`src/rtl/kwake_pkg.sv`:
```
// Package: shared constants and types for the key-change wakeup controller.
// Assumes a 3-bit divider code where code k means divide by 2^k.
package kwake_pkg;
    localparam int          DIV_W       = 3;
    localparam logic [2:0]  DIV_DEFAULT = 3'd3;   // divide-by-8
    localparam logic [2:0]  DIV_MAX     = 3'd6;   // divide-by-64

    typedef enum logic {
        ST_RUN  = 1'b0,
        ST_STBY = 1'b1
    } pwr_state_t;
endpackage

```
`src/rtl/kwake_sync.sv`:
```
// Module: two-flop synchronizer for a bus of independent asynchronous pins.
// Assumes each bit is sampled on its own (no multi-bit coherence is needed).
module kwake_sync #(
    parameter int W = 16
) (
    input  logic         clk,
    input  logic         rst_n,
    input  logic [W-1:0] async_in,
    output logic [W-1:0] sync_out
);
    logic [W-1:0] stage1;
    logic [W-1:0] stage2;

    // Move the pins through two flop stages.
    always_ff @(posedge clk) begin
        if (!rst_n) begin
            stage1 <= '0;
            stage2 <= '0;
        end else begin
            stage1 <= async_in;
            stage2 <= stage1;
        end
    end

    assign sync_out = stage2;
endmodule

```
`src/rtl/kwake_change_det.sv`:
```
// Module: keeps the wakeup reference and flags a difference from it.
// Assumes rd_stb is a one-cycle software read strobe of the port data register.
module kwake_change_det #(
    parameter int W = 16
) (
    input  logic         clk,
    input  logic         rst_n,
    input  logic [W-1:0] live,
    input  logic         rd_stb,
    input  logic         enable,
    output logic         changed
);
    logic [W-1:0] snap;

    // Store the live value as the new reference on every read.
    always_ff @(posedge clk) begin
        if (!rst_n) begin
            snap <= '0;
        end else if (rd_stb) begin
            snap <= live;
        end
    end

    // The wakeup condition is any bit that differs while enabled.
    always_comb begin
        changed = enable && (live != snap);
    end


    snap_capture_chk: assert property (@(posedge clk) disable iff (!rst_n)
        rd_stb |=> (snap == $past(live)));


    snap_hold_chk: assert property (@(posedge clk) disable iff (!rst_n)
        !rd_stb |=> $stable(snap));
endmodule

```
`src/rtl/kwake_div_sel.sv`:
```
// Module: CPU clock divider selection register.
// Assumes writes are accepted only while the core runs. A wake has priority
// over a write and restores the default code.
module kwake_div_sel
    import kwake_pkg::*;
(
    input  logic             clk,
    input  logic             rst_n,
    input  logic             run,
    input  logic             wr,
    input  logic [DIV_W-1:0] wdata,
    input  logic             wake_go,
    output logic [DIV_W-1:0] sel
);
    logic code_ok;

    // A code is legal only up to the divide-by-64 setting.
    always_comb begin
        code_ok = (wdata <= DIV_MAX);
    end

    // Update the divider code: the wake reset comes first, then legal writes.
    always_ff @(posedge clk) begin
        if (!rst_n) begin
            sel <= DIV_DEFAULT;
        end else if (wake_go) begin
            sel <= DIV_DEFAULT;
        end else if (wr && run && code_ok) begin
            sel <= wdata;
        end
    end


    div_wake_default_chk: assert property (@(posedge clk) disable iff (!rst_n)
        wake_go |=> (sel == DIV_DEFAULT));


    div_bad_code_chk: assert property (@(posedge clk) disable iff (!rst_n)
        (wr && wdata == 3'd7 && !wake_go) |=> $stable(sel));


    div_range_chk: assert property (@(posedge clk) disable iff (!rst_n)
        sel <= DIV_MAX);
endmodule

```
`src/rtl/kwake_fsm.sv`:
```
// Module: run/standby state machine with the wake pulse.
// Assumes wake_any is the combined, already-enabled wakeup condition.
module kwake_fsm
    import kwake_pkg::*;
#(
    parameter int          KEY_W     = 16,
    parameter logic [15:0] SLEEP_KEY = 16'h5555
) (
    input  logic             clk,
    input  logic             rst_n,
    input  logic             sleep_wr,
    input  logic [KEY_W-1:0] sleep_wdata,
    input  logic             wake_any,
    output pwr_state_t       state,
    output logic             wake_go,
    output logic             wake_evt
);
    logic       sleep_ok;
    pwr_state_t state_nx;

    // Decode a valid sleep request and the next state.
    always_comb begin
        sleep_ok = sleep_wr && (sleep_wdata == KEY_W'(SLEEP_KEY));
        state_nx = state;
        wake_go  = 1'b0;
        if (state == ST_RUN) begin
            if (sleep_ok && wake_any) begin
                wake_go = 1'b1;
            end else if (sleep_ok) begin
                state_nx = ST_STBY;
            end
        end else if (wake_any) begin
            wake_go  = 1'b1;
            state_nx = ST_RUN;
        end
    end

    // Register the state and the one-cycle wake pulse.
    always_ff @(posedge clk) begin
        if (!rst_n) begin
            state    <= ST_RUN;
            wake_evt <= 1'b0;
        end else begin
            state    <= state_nx;
            wake_evt <= wake_go;
        end
    end


    sleep_enter_chk: assert property (@(posedge clk) disable iff (!rst_n)
        (state == ST_RUN && sleep_wr && sleep_wdata == KEY_W'(SLEEP_KEY) && !wake_any)
            |=> (state == ST_STBY && !wake_evt));


    sleep_reject_chk: assert property (@(posedge clk) disable iff (!rst_n)
        (state == ST_RUN && !(sleep_wr && sleep_wdata == KEY_W'(SLEEP_KEY)))
            |=> (state == ST_RUN));


    sleep_cancel_chk: assert property (@(posedge clk) disable iff (!rst_n)
        (state == ST_RUN && sleep_wr && sleep_wdata == KEY_W'(SLEEP_KEY) && wake_any)
            |=> (state == ST_RUN && wake_evt));


    stby_exit_chk: assert property (@(posedge clk) disable iff (!rst_n)
        (state == ST_STBY && wake_any) |=> (state == ST_RUN && wake_evt));


    stby_hold_chk: assert property (@(posedge clk) disable iff (!rst_n)
        (state == ST_STBY && !wake_any) |=> (state == ST_STBY && !wake_evt));
endmodule

```
`src/rtl/kwake_standby_ctrl.sv`:
```
// Module: top of the key-change wakeup and standby controller.
// Assumes clk keeps running in standby; only the CPU clock gate and
// the PLL enable are dropped.
module kwake_standby_ctrl
    import kwake_pkg::*;
#(
    parameter int          PORT_W    = 16,
    parameter int          IRQ_N     = 8,
    parameter int          KEY_W     = 16,
    parameter logic [15:0] SLEEP_KEY = 16'h5555
) (
    input  logic              clk,
    input  logic              rst_n,
    input  logic [PORT_W-1:0] port_pins,
    input  logic              port_rd,
    output logic [PORT_W-1:0] port_rd_data,
    input  logic              key_wake_en,
    input  logic              rtc_tick,
    input  logic              rtc_wake_en,
    input  logic              fiq_req,
    input  logic [IRQ_N-1:0]  irq_req,
    input  logic [IRQ_N-1:0]  irq_en,
    input  logic              sleep_wr,
    input  logic [KEY_W-1:0]  sleep_wdata,
    input  logic              div_wr,
    input  logic [DIV_W-1:0]  div_wdata,
    output logic              standby,
    output logic              cpu_clk_en,
    output logic              pll_en,
    output logic [DIV_W-1:0]  div_sel,
    output logic              wake_evt
);
    logic [PORT_W-1:0] port_sync;
    logic              key_hit;
    logic              wake_any;
    logic              wake_go;
    pwr_state_t        state;

    kwake_sync #(.W(PORT_W)) u_sync (
        .clk      (clk),
        .rst_n    (rst_n),
        .async_in (port_pins),
        .sync_out (port_sync)
    );

    kwake_change_det #(.W(PORT_W)) u_det (
        .clk     (clk),
        .rst_n   (rst_n),
        .live    (port_sync),
        .rd_stb  (port_rd),
        .enable  (key_wake_en),
        .changed (key_hit)
    );

    // Combine every enabled wakeup source.
    always_comb begin
        wake_any = key_hit
                 | (rtc_wake_en & rtc_tick)
                 | fiq_req
                 | (|(irq_req & irq_en));
    end

    kwake_fsm #(.KEY_W(KEY_W), .SLEEP_KEY(SLEEP_KEY)) u_fsm (
        .clk         (clk),
        .rst_n       (rst_n),
        .sleep_wr    (sleep_wr),
        .sleep_wdata (sleep_wdata),
        .wake_any    (wake_any),
        .state       (state),
        .wake_go     (wake_go),
        .wake_evt    (wake_evt)
    );

    kwake_div_sel u_div (
        .clk     (clk),
        .rst_n   (rst_n),
        .run     (state == ST_RUN),
        .wr      (div_wr),
        .wdata   (div_wdata),
        .wake_go (wake_go),
        .sel     (div_sel)
    );

    // Drive the power outputs from the registered state.
    always_comb begin
        standby      = (state == ST_STBY);
        cpu_clk_en   = (state == ST_RUN);
        pll_en       = (state == ST_RUN);
        port_rd_data = port_sync;
    end


    gate_match_chk: assert property (@(posedge clk) disable iff (!rst_n)
        (cpu_clk_en == pll_en) && (cpu_clk_en != standby));


    fiq_wake_chk: assert property (@(posedge clk) disable iff (!rst_n)
        (standby && fiq_req) |=> !standby);


    key_off_chk: assert property (@(posedge clk) disable iff (!rst_n)
        (standby && !key_wake_en && !rtc_tick && !fiq_req && !(|irq_req)) |=> standby);
endmodule

```
`config.mk`:
```
export PLATFORM = sky130hd
export DESIGN_NAME = kwake_standby_ctrl
export DESIGN_NICKNAME = d
export VERILOG_FILES = /design/src/rtl/kwake_pkg.sv /design/src/rtl/kwake_sync.sv /design/src/rtl/kwake_change_det.sv /design/src/rtl/kwake_div_sel.sv /design/src/rtl/kwake_fsm.sv /design/src/rtl/kwake_standby_ctrl.sv
export SDC_FILE = /design/constraint.sdc
export NUM_CORES = 1
export LEC_CHECK = 0
export BUFFER_PORTS_ARGS = -buffer_cell sky130_fd_sc_hd__buf_2
export CORE_MARGIN = 4
export CORE_UTILIZATION = 47
export CTS_BUF_LIST = sky130_fd_sc_hd__clkbuf_16
export CTS_CLUSTER_SIZE = 14
export DETAILED_ROUTE_END_ITERATION = 8
export PLACE_DENSITY = 0.78
export RECOVER_POWER = 100
export REMOVE_ABC_BUFFERS = 1
export SYNTH_ARGS = -nofsm -noshare
export SYNTH_HDL_FRONTEND = slang
export SYNTH_HIERARCHICAL = 1
export SYNTH_SLANG_ARGS = --single-unit
```
`constraint.sdc`:
```
create_clock -name clk -period 2.5 [get_ports clk]
set_input_delay 0.125 -clock clk [delete_from_list [all_inputs] [get_ports clk]]
set_output_delay 0.125 -clock clk [all_outputs]
set_load 0.01 [all_outputs]
```
==> impl_metrics.csv <==
group,metric,value,unit
yosys,synth_compound_gate_area_share,6.32,%
clocking,tritoncts_clock_tree,"yes",
setup_path,critical_path_peak_fanout,4,
setup_path,r2r-start,"u_sync/sync_out[3]",
setup_path,worst-setup-path-type,"flop to flop",
min_path,hold_path_startpoint,"port_pins[14]",
grt,number_of_global_route_vias_before_repair,1508,
route,drt_first_iter_violations,61,
sta,finalClockSkew,0.00675,ns
route,firstDrtPassIters,4,
place,dp_hpwl,2950,µm
yosys,ys_seq_area_share,52.5,%
yosys,synth_unique_cells,26,
clocking,cts.htree.levels,2,
clocking,cts_setup_buffers,0,
yosys,mean_instance_size_in_the_synthesized_netlist,11.4,µm²
route,route.detailed.vias_per_inst,4.71,
final_layout,final_layout_size_suffix_gt1_share,38.9,%
clocking,holdBufCountCts,0,
clocking,worstSkewPairLatency,0.28,ns
yosys,synthMuxAreaShare,7.93,%
setup_path,worst_r2r_endpoint,"u_div/sel[1]",
sta,grt_setup_unrepaired,"false",
route,postRouteAntennaNets,0,
min_path,hold_removal_path_class,"input port to flop",
sta,final_period_minus_worst_setup_slack,2.27,ns
sta,post-route-worst-setup-slack,0.233,ns
die,placement_rows,23,
grt,gr-usage-all-layers,15.1,%
setup_path,critical_path_required,2.67,ns
grt,grt_antenna_before_repair,0,
min_path,whs_endpoint,"u_sync/stage1[14]",
yosys,synth.ff_latch_count,53,
clocking,root_buffer,"sky130_fd_sc_hd__clkbuf_16",
final_layout,num_antenna_cells,0,
sta,timing.final.hold_violations,0,
place,pre_cts_slack,0.234,ns
place,placedCellCount,303,
yosys,synth_enable_flop_cells,0,
die,initial_utilization,49.4,%
sta,maxSlewHeadroom,20.6,%
setup_path,timing.reg2reg.setup_slack,0.23,ns
final_layout,finish.cell_count_without_fillers,312,
clocking,cts.repair.resized,0,
die,ioPinCount,83,
setup_path,start_kind,"flop",
yosys,synth-simple-area-share,23.9,%
yosys,dominant_combinational_cell_family_by_area_after_synthesis,"simple AND/OR/NAND/NOR gates",
clocking,number_of_sinks_handled_by_clock_tree_synthesis,53,
status,outcome,"completed",
min_path,holdPathStages,2,
sta,drv_slew,0,
yosys,yosys.area_share.adder,0,%
yosys,synth_xor_area_share,6.94,%
sta,maxClockFrequency,441,MHz
die,core,4090,µm²
die,die_y,73.6,µm
yosys,synth-async-reset-ratio,0,%
power,total_leakage_power,1.10,nW
sta,setup-tns-final,0,ns
route,avgRoutedWirePerCell,12.5,µm
clocking,clkTransAtPathRegs,0.07,ns
power,power.density_cell_area,695,nW/µm²
yosys,post_synth_inst_count,177,
final_layout,mostFrequentLayoutCells,"sky130_fd_sc_hd__buf_2, sky130_fd_sc_hd__dfxtp_1, sky130_fd_sc_hd__and2_2, sky130_fd_sc_hd__clkbuf_1, sky130_fd_sc_hd__nor2b_1",
setup_path,critPathCaptureType,"flop",
yosys,ys.flop_type,"sky130_fd_sc_hd__dfxtp_1",
flow_run,timing.max_cap.violations,0,
sta,final_min_period_over_clock_period,90.7,%
final_layout,final_net_count,321,
clocking,cts_inserted_buffers,5,
die,chipWidth,73.6,µm
route,totalWireLength,3890,µm
final_layout,layout-area-overhead-vs-synth,28.6,%
final_layout,layout.cells.most_common,"sky130_fd_sc_hd__buf_2",
setup_path,cp_data_arrival_time,2.44,ns
route,drt_drc_violations_left,0,
power,vdd_drop_max,0.478,mV
place,place.gp.congestion,0.719,
final_layout,count_of_fill_cells_added_during_filler_insertion,374,
place,port-buffer-count,82,
yosys,syn_area,2020,µm²
die,fp.dieArea,5410,µm²
grt,globalRoute.totalOverflow,0,
sta,tightest_slew,1.19,ns
setup_path,worst_r2r_path_depth,9,
route,routed-via-count,1469,
clocking,cts_buffer_depth,2,
grt,largest_net_degree_at_the_start_of_global_routing,42,
yosys,ys_warn_count,6,
sta,timing.final.setup_violations,0,
grt,grt_pass1_wl,6330,µm
## state kept, by name, indices dropped and copies added (netlist names)
register,flops
u_det/snap,16
u_sync/stage1,16
u_sync/sync_out,16
u_div/sel,3
u_fsm/state,1
u_fsm/wake_evt,1
## report_power, final
group / leakage (nW) / total [mW] / internal, mW / switching, mW
clock network: 0.0852 / 0.748 / 0.470 / 0.278
registers: 0.436 / 0.896 / 0.878 / 0.0181
logic: 0.583 / 0.160 / 0.0943 / 0.0659
total: 1.10 / 1.80 / 1.44 / 0.362
## worst max-delay path, stage by stage, from the launching register on
cell	delay, ns
sky130_fd_sc_hd__dfxtp_1	0.38
sky130_fd_sc_hd__xnor2_1	0.14
sky130_fd_sc_hd__nand4_1	0.14
sky130_fd_sc_hd__o41a_1	0.44
sky130_fd_sc_hd__a211oi_1	0.22
sky130_fd_sc_hd__nand3_1	0.17
sky130_fd_sc_hd__nand3_1	0.11
sky130_fd_sc_hd__o21ai_1	0.07
sky130_fd_sc_hd__nand2b_1	0.16
sky130_fd_sc_hd__o32a_1	0.33
## synth_stat cells, types with 2 or more instances
cell	instances	area share [%]
sky130_fd_sc_hd__and4bb_1	2	1.2
sky130_fd_sc_hd__dfxtp_1	53	53
sky130_fd_sc_hd__a22o_1	2	0.87
sky130_fd_sc_hd__mux2i_1	16	7.9
sky130_fd_sc_hd__nand3_1	5	1.2
sky130_fd_sc_hd__o32a_1	2	0.99
sky130_fd_sc_hd__nand4_1	5	1.5
sky130_fd_sc_hd__nor2b_1	18	5.6
sky130_fd_sc_hd__nand2_1	3	0.56
sky130_fd_sc_hd__buf_4	2	0.74
sky130_fd_sc_hd__a221oi_2	2	1.5
sky130_fd_sc_hd__xnor2_1	16	6.9
sky130_fd_sc_hd__o21ai_1	3	0.74
sky130_fd_sc_hd__and2_2	32	12
sky130_fd_sc_hd__clkbuf_2	3	0.74
sky130_fd_sc_hd__a21oi_1	3	0.74
## per-layer routing
layer  global-route usage [%]  wire length (µm)  share of wire, %  vias up
met5                        0                 0                 0        -
met4                     5.84                30              0.77        0
met3                     4.24               237               6.1        4
met2                     26.1              1890                49       37
met1                     17.5              1730                44      662
li1                         -                 -                 -      766
## cell type report
| type | instances | area, µm² | area share [%] |
|---|---|---|---|
| multi-input combinational | 116 | 910 | 35.0 |
| sequential | 53 | 1060 | 40.9 |
| tap | 50 | 62.6 | 2.41 |
| clock inverter | 3 | 42.5 | 1.64 |
| clock buffer | 5 | 125 | 4.82 |
| inverter | 1 | 3.75 | 0.145 |
| timing repair buffer | 84 | 392 | 15.1 |
## metrics by stage
step | power [mW] | hold slack (ns) | util (%) | area, µm²
floorplan | 0.991 | 0.253 | - | 1970
global placement | 1.08 | 0.341 | 60.1 | 2450
detailed placement | 1.08 | 0.342 | 60.1 | 2450
CTS | 1.84 | 0.0413 | 64.2 | 2620
global route | 1.89 | 0.0428 | 63.5 | 2600
finish | 1.80 | 0.0493 | 63.5 | 2600
## worst max-delay path by stage
stage          cells after the start      endpoint               start  slack, ns
2_1_floorplan                      9  u_div/sel[0]  u_sync/sync_out[3]       0.38
5_1_grt                            9  u_div/sel[1]      u_det/snap[14]       0.02
4_1_cts                            9  u_div/sel[0]  u_sync/sync_out[6]       0.21
6_report                           9  u_div/sel[1]  u_sync/sync_out[3]       0.23
3_3_place_gp                      10  u_div/sel[0]  u_sync/sync_out[5]       0.28
3_5_place_dp                       9  u_div/sel[1]  u_sync/sync_out[2]       0.23
## kinds of logic (layout without fill, tap and decap cells)
| kind of cell | count (synthesis) | in the layout |
|---|---|---|
| XOR/XNOR | 16 | 16 |
| multiplexers | 16 | 16 |
| flip-flops | 53 | 53 |
| AO/OA/AOI/OAI | 15 | 15 |
| buffers and inverters | 8 | 93 |
| AND/OR/NAND/NOR | 69 | 69 |
(Power assumes the default switching activity.)
